===== src/rtl/tft_sync_pkg.sv =====
package tft_sync_pkg;
  // Pin slots shared by the datapath and the top
  localparam int PIN_DCLK = 0;
  localparam int PIN_HS   = 1;
  localparam int PIN_VS   = 2;
  localparam int PIN_DE   = 3;
  localparam int PIN_CS   = 4;
  localparam int NPIN     = 5;

  typedef struct packed {
    logic running;   // generator past its start delay
    logic pixEnd;    // last internal cycle of a pixel period
    logic dclkRaw;   // pixel clock, active-high sense
    logic launch;    // data launch cycle within the period
    logic inWin;     // inside setup/hold window
    logic hSync;
    logic vSync;
    logic hAct;
    logic vAct;
  } tft_strobe_t;
endpackage


===== src/rtl/tft_timing_ctrl.sv =====
module tft_timing_ctrl
  import tft_sync_pkg::*;
#(
  parameter int HW = 10,
  parameter int PW = 8,
  parameter int SW = 7,
  parameter int DW = 11,
  parameter int TW = 2
) (
  input  logic          clk,
  input  logic          rstN,
  input  logic          driveEn,
  input  logic [HW-1:0] hActM1,
  input  logic [PW-1:0] hBack,
  input  logic [PW-1:0] hFront,
  input  logic [SW-1:0] hSyncM1,
  input  logic [HW-1:0] vActM1,
  input  logic [PW-1:0] vBack,
  input  logic [PW-1:0] vFront,
  input  logic [SW-1:0] vSyncM1,
  input  logic [DW-1:0] dclkPeriod,
  input  logic [DW-1:0] startPos,
  input  logic [TW-1:0] setupCyc,
  input  logic [TW-1:0] holdCyc,
  output tft_strobe_t   strb,
  output logic [HW-1:0] hCoord,
  output logic [HW-1:0] vCoord
);
  localparam int MW = (HW > PW) ? ((HW > SW) ? HW : SW) : ((PW > SW) ? PW : SW);
  localparam int CW = MW + 2;
  localparam logic [CW-1:0] ONE  = CW'(1);
  localparam logic [DW-1:0] DTWO = DW'(2);

  // Pixel period and edge placement
  logic [DW-1:0] pEff, pLast, half, launchIdx, holdSum, holdEnd;
  logic [DW-1:0] divCnt, startCnt;
  logic          runQ;

  assign pEff      = (dclkPeriod < DTWO) ? DTWO : dclkPeriod;
  assign pLast     = pEff - DW'(1);
  assign half      = pEff >> 1;
  assign launchIdx = (DW'(setupCyc) >= half) ? '0 : half - DW'(setupCyc);
  assign holdSum   = half + DW'(holdCyc);
  assign holdEnd   = (holdSum > pLast) ? pLast : holdSum;

  // Region bounds, same ordering on both axes
  logic [CW-1:0] hSyncLen, hActStart, hActEnd, hLast;
  logic [CW-1:0] vSyncLen, vActStart, vActEnd, vLast;
  logic [CW-1:0] hCnt, vCnt;
  logic          hEnd, vEnd;

  assign hSyncLen  = CW'(hSyncM1) + ONE;
  assign hActStart = hSyncLen + CW'(hBack);
  assign hActEnd   = hActStart + CW'(hActM1) + ONE;
  assign hLast     = hActEnd + CW'(hFront) - ONE;
  assign vSyncLen  = CW'(vSyncM1) + ONE;
  assign vActStart = vSyncLen + CW'(vBack);
  assign vActEnd   = vActStart + CW'(vActM1) + ONE;
  assign vLast     = vActEnd + CW'(vFront) - ONE;
  assign hEnd      = (hCnt == hLast);
  assign vEnd      = (vCnt == vLast);

  always_ff @(posedge clk or negedge rstN) begin
    if (!rstN) begin
      runQ <= 1'b0; startCnt <= '0; divCnt <= '0; hCnt <= '0; vCnt <= '0;
    end else if (!driveEn) begin
      runQ <= 1'b0; startCnt <= '0; divCnt <= '0; hCnt <= '0; vCnt <= '0;
    end else if (!runQ) begin
      if (startCnt == startPos) runQ <= 1'b1;
      else                      startCnt <= startCnt + DW'(1);
    end else begin
      if (strb.pixEnd) begin
        divCnt <= '0;
        hCnt   <= hEnd ? '0 : hCnt + ONE;
        if (hEnd) vCnt <= vEnd ? '0 : vCnt + ONE;
      end else begin
        divCnt <= divCnt + DW'(1);
      end
    end
  end

  always_comb begin
    strb.running = runQ;
    strb.pixEnd  = runQ && (divCnt == pLast);
    strb.dclkRaw = runQ && (divCnt >= half);
    strb.launch  = runQ && (divCnt == launchIdx);
    strb.inWin   = runQ && (divCnt >= launchIdx) && (divCnt <= holdEnd);
    strb.hSync   = hCnt < hSyncLen;
    strb.vSync   = vCnt < vSyncLen;
    strb.hAct    = (hCnt >= hActStart) && (hCnt < hActEnd);
    strb.vAct    = (vCnt >= vActStart) && (vCnt < vActEnd);
  end

  assign hCoord = HW'(hCnt - hActStart);
  assign vCoord = HW'(vCnt - vActStart);

  // a period always restarts at cycle 0
  p_div_wrap_r2: assert property (@(posedge clk) disable iff (!rstN)
    strb.pixEnd |=> (divCnt == '0));
  // launch is a single-cycle strobe
  p_launch_pulse_r7: assert property (@(posedge clk) disable iff (!rstN)
    strb.launch |=> !strb.launch);
  // running begins only once the start delay has elapsed
  p_start_delay_r9: assert property (@(posedge clk) disable iff (!rstN)
    $rose(runQ) |-> (startCnt == startPos));
  // line counter wraps at the end of a line
  p_line_wrap_r3: assert property (@(posedge clk) disable iff (!rstN)
    (strb.pixEnd && hEnd && driveEn) |=> (hCnt == '0));
endmodule


===== src/rtl/tft_pin_dp.sv =====
module tft_pin_dp
  import tft_sync_pkg::*;
#(
  parameter int HW = 10
) (
  input  logic            clk,
  input  logic            rstN,
  input  tft_strobe_t     strb,
  input  logic [HW-1:0]   hCoord,
  input  logic [HW-1:0]   vCoord,
  input  logic [NPIN-1:0] pol,
  output logic [NPIN-1:0] pinOut,
  output logic [HW-1:0]   pixX,
  output logic [HW-1:0]   pixY,
  output logic            pixReq,
  output logic            rgbWin
);
  logic [NPIN-1:0] actQ;   // active-sense pin state
  logic            visible;

  assign visible = strb.hAct && strb.vAct;

  always_ff @(posedge clk or negedge rstN) begin
    if (!rstN) begin
      actQ <= '0; pixX <= '0; pixY <= '0; pixReq <= 1'b0; rgbWin <= 1'b0;
    end else if (!strb.running) begin
      actQ <= '0; pixX <= '0; pixY <= '0; pixReq <= 1'b0; rgbWin <= 1'b0;
    end else begin
      actQ[PIN_DCLK] <= strb.dclkRaw;
      actQ[PIN_HS]   <= strb.hSync;
      actQ[PIN_VS]   <= strb.vSync;
      actQ[PIN_DE]   <= visible;
      actQ[PIN_CS]   <= 1'b1;
      pixX   <= visible ? hCoord : '0;
      pixY   <= visible ? vCoord : '0;
      pixReq <= visible && strb.launch;
      rgbWin <= visible && strb.inWin;
    end
  end

  // Per-pin polarity: bit set means active-high
  for (genvar g = 0; g < NPIN; g++) begin : g_pol
    assign pinOut[g] = actQ[g] ~^ pol[g];
  end

  // data-enable never outside an active panel select
  p_de_in_cs_r5: assert property (@(posedge clk) disable iff (!rstN)
    actQ[PIN_DE] |-> actQ[PIN_CS]);
  // stopping parks every pin
  p_park_r10: assert property (@(posedge clk) disable iff (!rstN)
    !strb.running |=> (actQ == '0));
  // the request lies inside the data window
  p_req_in_win_r7: assert property (@(posedge clk) disable iff (!rstN)
    pixReq |-> rgbWin);
  // coordinates are zero outside the visible area
  p_coord_zero_r6: assert property (@(posedge clk) disable iff (!rstN)
    !actQ[PIN_DE] |-> (pixX == '0 && pixY == '0));
endmodule


===== src/rtl/tft_sync_gen.sv =====
module tft_sync_gen
  import tft_sync_pkg::*;
#(
  parameter int HW = 10,
  parameter int PW = 8,
  parameter int SW = 7,
  parameter int DW = 11,
  parameter int TW = 2
) (
  input  logic          clk,
  input  logic          rstN,
  input  logic          driveEn,
  input  logic [HW-1:0] hActM1,
  input  logic [PW-1:0] hBack,
  input  logic [PW-1:0] hFront,
  input  logic [SW-1:0] hSyncM1,
  input  logic [HW-1:0] vActM1,
  input  logic [PW-1:0] vBack,
  input  logic [PW-1:0] vFront,
  input  logic [SW-1:0] vSyncM1,
  input  logic [DW-1:0] dclkPeriod,
  input  logic [DW-1:0] startPos,
  input  logic [TW-1:0] setupCyc,
  input  logic [TW-1:0] holdCyc,
  input  logic          polDclk,
  input  logic          polHsync,
  input  logic          polVsync,
  input  logic          polDataEn,
  input  logic          polCs,
  output logic          dclkOut,
  output logic          hsyncOut,
  output logic          vsyncOut,
  output logic          dataEnOut,
  output logic          csOut,
  output logic [HW-1:0] pixX,
  output logic [HW-1:0] pixY,
  output logic          pixReq,
  output logic          rgbWin
);
  tft_strobe_t     strb;
  logic [HW-1:0]   hCoord, vCoord;
  logic [NPIN-1:0] pol, pinOut;

  assign pol[PIN_DCLK] = polDclk;
  assign pol[PIN_HS]   = polHsync;
  assign pol[PIN_VS]   = polVsync;
  assign pol[PIN_DE]   = polDataEn;
  assign pol[PIN_CS]   = polCs;

  tft_timing_ctrl #(.HW(HW), .PW(PW), .SW(SW), .DW(DW), .TW(TW)) u_ctrl (
    .clk, .rstN, .driveEn, .hActM1, .hBack, .hFront, .hSyncM1,
    .vActM1, .vBack, .vFront, .vSyncM1, .dclkPeriod, .startPos,
    .setupCyc, .holdCyc, .strb, .hCoord, .vCoord
  );

  tft_pin_dp #(.HW(HW)) u_dp (
    .clk, .rstN, .strb, .hCoord, .vCoord, .pol, .pinOut,
    .pixX, .pixY, .pixReq, .rgbWin
  );

  assign dclkOut   = pinOut[PIN_DCLK];
  assign hsyncOut  = pinOut[PIN_HS];
  assign vsyncOut  = pinOut[PIN_VS];
  assign dataEnOut = pinOut[PIN_DE];
  assign csOut     = pinOut[PIN_CS];
endmodule


===== config.mk =====
export PLATFORM = sky130hd
export DESIGN_NAME = tft_sync_gen
export DESIGN_NICKNAME = d
export VERILOG_FILES = /design/src/rtl/tft_sync_pkg.sv /design/src/rtl/tft_timing_ctrl.sv /design/src/rtl/tft_pin_dp.sv /design/src/rtl/tft_sync_gen.sv
export SDC_FILE = /design/constraint.sdc
export NUM_CORES = 1
export LEC_CHECK = 0
export BUFFER_PORTS_ARGS = -buffer_cell sky130_fd_sc_hd__buf_2
export CAP_MARGIN = 20
export CORE_UTILIZATION = 50
export CTS_CLUSTER_SIZE = 16
export DETAILED_ROUTE_END_ITERATION = 10
export PLACE_DENSITY = 0.69
export SLEW_MARGIN = 20
export SYNTH_ARGS = -nofsm -noshare
export SYNTH_HDL_FRONTEND = slang
export SYNTH_SLANG_ARGS = --single-unit

===== constraint.sdc =====
create_clock -name clk -period 3.49 [get_ports clk]
set_input_delay 0.349 -clock clk [delete_from_list [all_inputs] [get_ports clk]]
set_output_delay 0.349 -clock clk [all_outputs]
set_load 0.02 [all_outputs]

Word level (Yosys, flattened, before mapping)

Cells that the tools add are included.

Register bits after elaboration: 74
Latch bits: 0
RAM bits: 0
Bits in read-only memories: 0
Word-level logic and storage cells: 99
Memories kept: 0

Add/sub/neg operators: 21
$mul: 0
Divide/modulo/power cells: 0
$lt $le $gt $ge: 12
Equal/unequal tests: 10
Shift-type cells: 0
Muxes and demuxes: 28
Bitwise operators: 5
Reduce and logical (&&, ||, !) cells: 13

Operator list:

| kind                                                                   | number |
|---|---|
| 12-bit two-way mux                                                     | 9 |
| 11-bit two-way mux                                                     | 9 |
| 12-bit by 1-bit adder with 12-bit output (second input constant)       | 4 |
| 10-bit two-way mux                                                     | 4 |
| 11-bit == test                                                         | 3 |
| 12-bit by 10-bit adder with 12-bit output                              | 2 |
| 12-bit by 8-bit adder with 12-bit output                               | 2 |
| 12-bit == test                                                         | 2 |
| 12-bit >= comparator                                                   | 2 |
| 12-bit < comparator                                                    | 2 |
| 12-bit by 8-bit < comparator with 1-bit output                         | 2 |
| 12-bit by 1-bit subtractor with 12-bit output (second input constant)  | 2 |
| 11-bit by 1-bit adder with 11-bit output (second input constant)       | 2 |
| 10-bit subtractor                                                      | 2 |
| 8-bit by 8-bit adder with 9-bit output                                 | 2 |
| 7-bit by 1-bit adder with 8-bit output (second input constant)         | 2 |
| 10-bit by 2-bit adder with 11-bit output                               | 1 |
| 11-bit by 10-bit >= comparator with 1-bit output                       | 1 |
| 11-bit >= comparator                                                   | 1 |
| 11-bit greater-than comparator                                         | 1 |
| 11-bit less-or-equal comparator                                        | 1 |
| 11-bit by 2-bit < comparator with 1-bit output (second input constant) | 1 |
| 10-bit by 2-bit subtractor with 11-bit output                          | 1 |
| 11-bit by 1-bit subtractor with 11-bit output (second input constant)  | 1 |
| 9 further kinds                                                        | 30 |

Depth between registers and ports, before layout

Depth in word-level cells: 12
Depth in mapped cells: 29
Mapped depth without buffers: 27

By module

Synthesis repeated with hierarchy kept, for this count alone.

Cell total of the unflattened synthesis: 1239
Area total of the unflattened synthesis: 10272.4 um^2

By module, submodules not included:

| module          | times used | cells each | area an instance (um^2) | sequential area each (um^2) |
|---|---|---|---|---|
| tft_timing_ctrl | 1          | 1175       | 9292.7                  | 1176.1 |
| tft_pin_dp      | 1          | 64         | 979.7                   | 675.6 |

Least setup slack after synthesis

Ideal clock, no wire load.

Path kind: in2reg
From: input dclkPeriod[6]
To: register u_dp.rgbWin
Arrival time: 5.417 ns
Data required time: 3.386 ns
Path slack: -2.030 ns
Stages on the path: 25
Path buffers: 2
Cells stage by stage: buf_6 or4_4 o41ai_1 ha_1 nand2b_1 or3_1 nor2_1 xnor2_1 ha_1 and4_1 a21oi_1 nand2_1 a31oi_1 a31oi_1 buf_1 mux2i_1 ha_1 nor2b_1 o21a_1 o21a_1 o21ai_0 nand2b_1 a21oi_1 o211ai_1 a221oi_1

Word-level cells in the longest chain between the ends: 9
Elaborated cells between the ends (all ways): 15
Those cells by class: add/sub: 3; order compare: 5; mux: 4; reduce/logical: 3

RTL lines:

| element                                                                     | line                                         | text |
|---|---|---|
| from (decl)                                                                 | tft_sync_gen.sv:21                           | `input logic [DW-1:0] dclkPeriod,` |
| 11-bit by 2-bit < comparator with 1-bit output                              | tft_timing_ctrl.sv:39                        | `assign pEff = (dclkPeriod < DTWO) ? DTWO : dclkPeriod;` |
| 11-bit two-way mux *                                                        | tft_timing_ctrl.sv:39                        |  |
| 11-bit by 1-bit subtractor with 11-bit output (tied with other cells)       | tft_timing_ctrl.sv:40                        | `assign pLast = pEff - DW'(1);` |
| 11-bit greater-than comparator / 11-bit two-way mux (equally long branches) | tft_timing_ctrl.sv:44, tft_timing_ctrl.sv:42 |  |
| 11-bit two-way mux / 11-bit >= comparator (equally long branches)           | tft_timing_ctrl.sv:44, tft_timing_ctrl.sv:87 |  |
| 11-bit less-or-equal comparator / 1-bit logical AND (equally long branches) | tft_timing_ctrl.sv:87                        | `strb.inWin = runQ && (divCnt >= launchIdx) && (divCnt <= holdEnd);` |
| 1-bit logical AND *                                                         | tft_timing_ctrl.sv:87                        |  |
| 1-bit logical AND *                                                         | tft_pin_dp.sv:37                             | `rgbWin <= visible && strb.inWin;` |
| 1-bit two-way mux *                                                         | tft_pin_dp.sv:26                             | `end else if (!strb.running) begin` |
| to (signal assigned)                                                        | tft_pin_dp.sv:37                             |  |
| to (decl)                                                                   | tft_pin_dp.sv:16                             | `output logic rgbWin` |

Every way passes the cells marked *; elsewhere a longest branch is shown, timed or not.
A chain may end at the register's enable or synchronous reset.

Worst setup path after layout

From: input hSyncM1[0]
To: register u_ctrl.vCnt[6]

Word-level cells in the longest chain between the ends: 9

RTL lines:

| element                                                   | line                  | text |
|---|---|---|
| from (decl)                                               | tft_sync_gen.sv:16    | `input logic [SW-1:0] hSyncM1,` |
| 7-bit by 1-bit adder with 8-bit output                    | tft_timing_ctrl.sv:52 | `assign hSyncLen = CW'(hSyncM1) + ONE;` |
| 8-bit by 8-bit adder with 9-bit output                    | tft_timing_ctrl.sv:53 | `assign hActStart = hSyncLen + CW'(hBack);` |
| 12-bit by 10-bit adder with 12-bit output                 | tft_timing_ctrl.sv:54 | `assign hActEnd = hActStart + CW'(hActM1) + ONE;` |
| 12-bit by 1-bit adder with 12-bit output                  | tft_timing_ctrl.sv:54 |  |
| 12-bit by 8-bit adder with 12-bit output                  | tft_timing_ctrl.sv:55 | `assign hLast = hActEnd + CW'(hFront) - ONE;` |
| 12-bit by 1-bit subtractor with 12-bit output             | tft_timing_ctrl.sv:55 |  |
| 12-bit == test                                            | tft_timing_ctrl.sv:60 | `assign hEnd = (hCnt == hLast);` |
| 2-bit by 1-bit != test with 1-bit output (no source line) | --                    |  |
| 3-bit AND reduction (no source line)                      | --                    |  |
| to (signal assigned)                                      | tft_timing_ctrl.sv:75 | `if (hEnd) vCnt <= vEnd ? '0 : vCnt + ONE;` |
| to (decl)                                                 | tft_timing_ctrl.sv:49 | `logic [CW-1:0] hCnt, vCnt;` |

Every way passes these cells.

==> results summary <==
The portion of the post-synthesis area used by sequential elements is 0.183. TritonCTS created 9 clock buffers. The headroom to the max-slew limit is 0.356. The part of the power in combinational logic came out at 0.746. The half-perimeter wire length after placement came out at 22.6 mm.

The core region is 19700 µm². The number of library cell types mapped by synthesis is 69. The commonest cells after synthesis are sky130_fd_sc_hd__ha_1 (176), sky130_fd_sc_hd__inv_1 (146), sky130_fd_sc_hd__nor2_1 (84). The worst-skew pair later-pin latency came out at 350 ps. The critical path is of the primary input to register type. The floorplan has 51 rows. The total global routing overflow is 0. The number of flops mapped to enable cells by yosys is 0. The global-route wire length before repair came out at 51.4 mm.

The share of async-settable or async-resettable flops after synthesis is 1.00. The area share of fa/ha/maj cells after synthesis is 0.237. The largest family of logic cells by synthesized area is adder cells.

The number of nets in the synthesized netlist came out at 1520. The number of H-tree levels is 3. The global-route track usage on met1 is 0.378. The final-report setup violation count is 58. The die is 144 µm tall.

STA classifies the critical path endpoint as a register. The slew at the pin closest to its max-slew limit came out at 966 ps. The number of nets with antenna violations after detailed routing is 0.

The global routing stage identified its most utilized layer as met2. The share of synthesized area in the top cell type comes to 0.217. The cell count after synthesis is 1234.

Yosys attributes the largest share of cell area to sky130_fd_sc_hd__ha_1 (22%), sky130_fd_sc_hd__dfrtp_1 (18%), sky130_fd_sc_hd__xnor2_1 (6.9%), sky130_fd_sc_hd__inv_1 (5.4%), sky130_fd_sc_hd__xor2_1 (5.4%). The count of boundary I/O pins came out at 127. The effective utilization at floorplan came out at 0.516. At the end of the flow, the number of nets in the layout was 1954. The via count normalized by instance count came out at 5.77.

The worst min-delay path category is primary input to asynchronous set/reset pin. Yosys printed 0 warnings. The tool flagged a number of max-cap violations equal to 0. The count of inserted antenna diode cells came out at 0. The post-synthesis to final-layout area growth came out at 51.9%. The largest fanout of any net on the critical path came out at 5. The fraction of met2 tracks used by global routing came out at 0.565.

Of the total power, the clock network draws 0.138. The maximum clock frequency is 195 MHz. The longest clock path from root to sink contains 2 buffers. At the worst endpoint, the required time is 3760 ps. The iteration-0 DRC count of the detailed router is 696. The kind of launch point of the worst setup path is a primary input. During placement, the flow inserted port buffers numbering 126. The parity-gate share of the synthesized area counting xor and xnor cells came out at 0.125. The met3 layer usage reported by global route is 0.0421. The final wirelength came out at 35.5 mm.

The portion of synthesized area spent on multiplexers is 0.0184. The number of pins with negative max-slew slack in the final report was 0. The library cell occupying the most area in the post-synthesis netlist is sky130_fd_sc_hd__ha_1. The mapped cell area is 10100 µm². The detailed router placed 11174 vias in this run. The first detailed-routing pass ran for 6 iterations. Yosys instantiated no cell more often than sky130_fd_sc_hd__ha_1. The ratio of total power to cell area came out at 494 nW/µm². After detailed routing, the average wire length per cell comes to 18.3 µm. The post-route fraction of the period consumed by the critical path is 1.47. The number of sinks on the clock net is 74. The die outline area came out at 20900 µm². The share of total power consumed by net switching came out at 0.413. The share of the synthesized area in compound gates (AO/OA/AOI/OAI) is 0.170.

The sequential share of power is 0.116. The number of global-route vias before repair is 10733. In this run the horizontal extent of the chip is 144 µm. The reported net switching power came out at 3.15 mW. The setup TNS after final layout came out at -65390 ps. The number of failing hold endpoints at the final stage is 0. Of the total synthesized cell area, the portion taken by AND, OR, NAND and NOR gates is 0.198. The design internal power came out at 4.47 mW.

Across every metal layer, demand over resource in global routing totals 0.314. The minimum setup slack in the final design came out at -1630 ps. The final hold slack is 125 ps.

The worst-case IR drop observed on VDD is 0.335 mV. The checks that failed: setup timing. Entering global routing, the biggest net connects 75 pins. The number of antenna violations at the first check in global routing came out at 0. The CTS tree is built. The flip-flop and latch count after synthesis came out at 74. For the finished layout, the period the worst path requires is 5120 ps. The arrival time of the worst setup path is 5390 ps. The post-detailed-route DRC marker count came out at 0. The root cell of the clock tree is sky130_fd_sc_hd__clkbuf_16. The synthesized area divided by synthesized cell count is 8.22 µm².

In the synthesized netlist the dominant register cell turns out to be sky130_fd_sc_hd__dfrtp_1. Setup repair after global routing could not meet its margin everywhere. The final clock skew came out at 8.98 ps. The weighted congestion reported at the end of routability-driven placement came out at 0.994. The clock-pin transition on the worst setup and hold timing paths came out at 60 ps.

In this run the static leakage power is 7.76 nW. The flow ran to the end, but the final reports show violations. The share of cells above drive strength 1 came out at 0.408. The filler cell count in the final layout is 1219.
[sequential cells by signal, summed over array words and instances (netlist names)]
register / cells
u_ctrl.divCnt: 11
u_ctrl.hCnt: 12
u_ctrl.runQ: 1
u_ctrl.startCnt: 11
u_ctrl.vCnt: 12
u_dp.actQ: 5
u_dp.pixReq: 1
u_dp.pixX: 10
u_dp.pixY: 10
u_dp.rgbWin: 1
[per-layer routing]
| metal | wire length [µm] | part of all wire |
|---|---|---|
| met1 | 14200 | 0.40 |
| met4 | 1400 | 0.039 |
| met3 | 2150 | 0.061 |
| met5 | 0 | 0 |
| met2 | 17800 | 0.50 |
[through the flow]
step | setup slack, ps | cell area [µm²] | std cells | util | power (mW)
2_1_floorplan | -1590 | 10500 | 1234 | - | 3.72
3_3_place_gp | -1890 | 13200 | 1850 | 0.672 | 5.32
5_1_grt | -1790 | 15400 | 1938 | 0.784 | 8.10
6_report | -1630 | 15400 | 1938 | 0.784 | 7.62
3_5_place_dp | -2080 | 13200 | 1850 | 0.672 | 5.42
4_1_cts | -1390 | 14900 | 1933 | 0.756 | 7.05
[logic make-up after synthesis]
logic type      count (synthesis)
compound gates                258
xor+xnor                      143
fa+ha+maj                     186
buf+inv                       178
flops                          74
mux                            18
simple gates                  377
[path summary, 6_finish.rpt]
kind | depth (start not counted) | start | slack, ps | end
setup / recovery | 25 | hSyncM1[0] | -1630 | u_ctrl.vCnt[6]
hold / removal | 1 | rstN | 120 | u_ctrl.startCnt[8]
setup reg to reg | 12 | u_ctrl.hCnt[1] | 350 | u_dp.rgbWin
hold reg to reg | 0 | u_ctrl.runQ | 550 | u_dp.actQ[4]
max in group asynchronous | 1 | rstN | 2710 | u_ctrl.hCnt[0]
min in group clk | 0 | u_ctrl.runQ | 550 | u_dp.actQ[4]
[worst max-delay path, cell delays in order]
cell	delay (ps)
sky130_fd_sc_hd__buf_8	110
sky130_fd_sc_hd__ha_4	290
sky130_fd_sc_hd__inv_4	50
sky130_fd_sc_hd__fa_2	390
sky130_fd_sc_hd__inv_2	70
sky130_fd_sc_hd__a21oi_2	50
sky130_fd_sc_hd__o21bai_2	200
sky130_fd_sc_hd__a21oi_2	80
sky130_fd_sc_hd__o21bai_1	220
sky130_fd_sc_hd__xor2_1	290
sky130_fd_sc_hd__ha_1	330
sky130_fd_sc_hd__a21o_1	250
sky130_fd_sc_hd__xnor2_2	160
sky130_fd_sc_hd__ha_1	290
sky130_fd_sc_hd__inv_2	40
sky130_fd_sc_hd__ha_4	270
sky130_fd_sc_hd__o21ai_2	60
sky130_fd_sc_hd__o21bai_1	220
sky130_fd_sc_hd__nand2_1	180
sky130_fd_sc_hd__xnor2_2	190
sky130_fd_sc_hd__nor4_4	350
sky130_fd_sc_hd__nand4b_4	150
sky130_fd_sc_hd__or2_4	290
sky130_fd_sc_hd__or4_4	420
sky130_fd_sc_hd__o221ai_2	70
[layout by cell type, fill, tap and decap left out, types with 38 or more instances in the layout]
| cell type | netlist | final |
|---|---|---|
| sky130_fd_sc_hd__buf_2 | 5 | 118 |
| sky130_fd_sc_hd__buf_4 | 1 | 302 |
| sky130_fd_sc_hd__dfrtp_1 | 74 | 74 |
| sky130_fd_sc_hd__ha_1 | 176 | 146 |
| sky130_fd_sc_hd__inv_1 | 146 | 133 |
| sky130_fd_sc_hd__nand2_1 | 64 | 61 |
| sky130_fd_sc_hd__nand3_1 | 41 | 38 |
| sky130_fd_sc_hd__nor2_1 | 84 | 60 |
| sky130_fd_sc_hd__xnor2_1 | 80 | 67 |
| sky130_fd_sc_hd__xor2_1 | 62 | 54 |
[final cells by class]
| class | instances | area, µm² | share of cell area |
|---|---|---|---|
| clock buffer | 10 | 239 | 0.0155 |
| clock inverter | 6 | 95.1 | 0.00617 |
| inverter | 146 | 561 | 0.0364 |
| multi-input combinational | 983 | 8980 | 0.583 |
| sequential | 74 | 1850 | 0.120 |
| tap | 265 | 332 | 0.0215 |
| timing repair buffer | 454 | 3350 | 0.217 |
[power groups by stage]
stage / clock, mW / combinational (mW) / sequential (mW)
after floorplan: 0 / 2.83 / 0.892
after global placement: 0 / 4.42 / 0.898
after detailed placement: 0 / 4.52 / 0.899
after CTS: 1.06 / 5.11 / 0.883
after global routing: 1.10 / 6.12 / 0.885
final: 1.05 / 5.68 / 0.885
[timing repair]
item,CTS,global route
pin swaps,98,80
cloned,6,0
endpoints found under the setup margin,58,59
hold buffers,0,0
setup buffers,63,22
gates resized for setup,152,99
No activity file was read; power rests on OpenSTA's default activity.
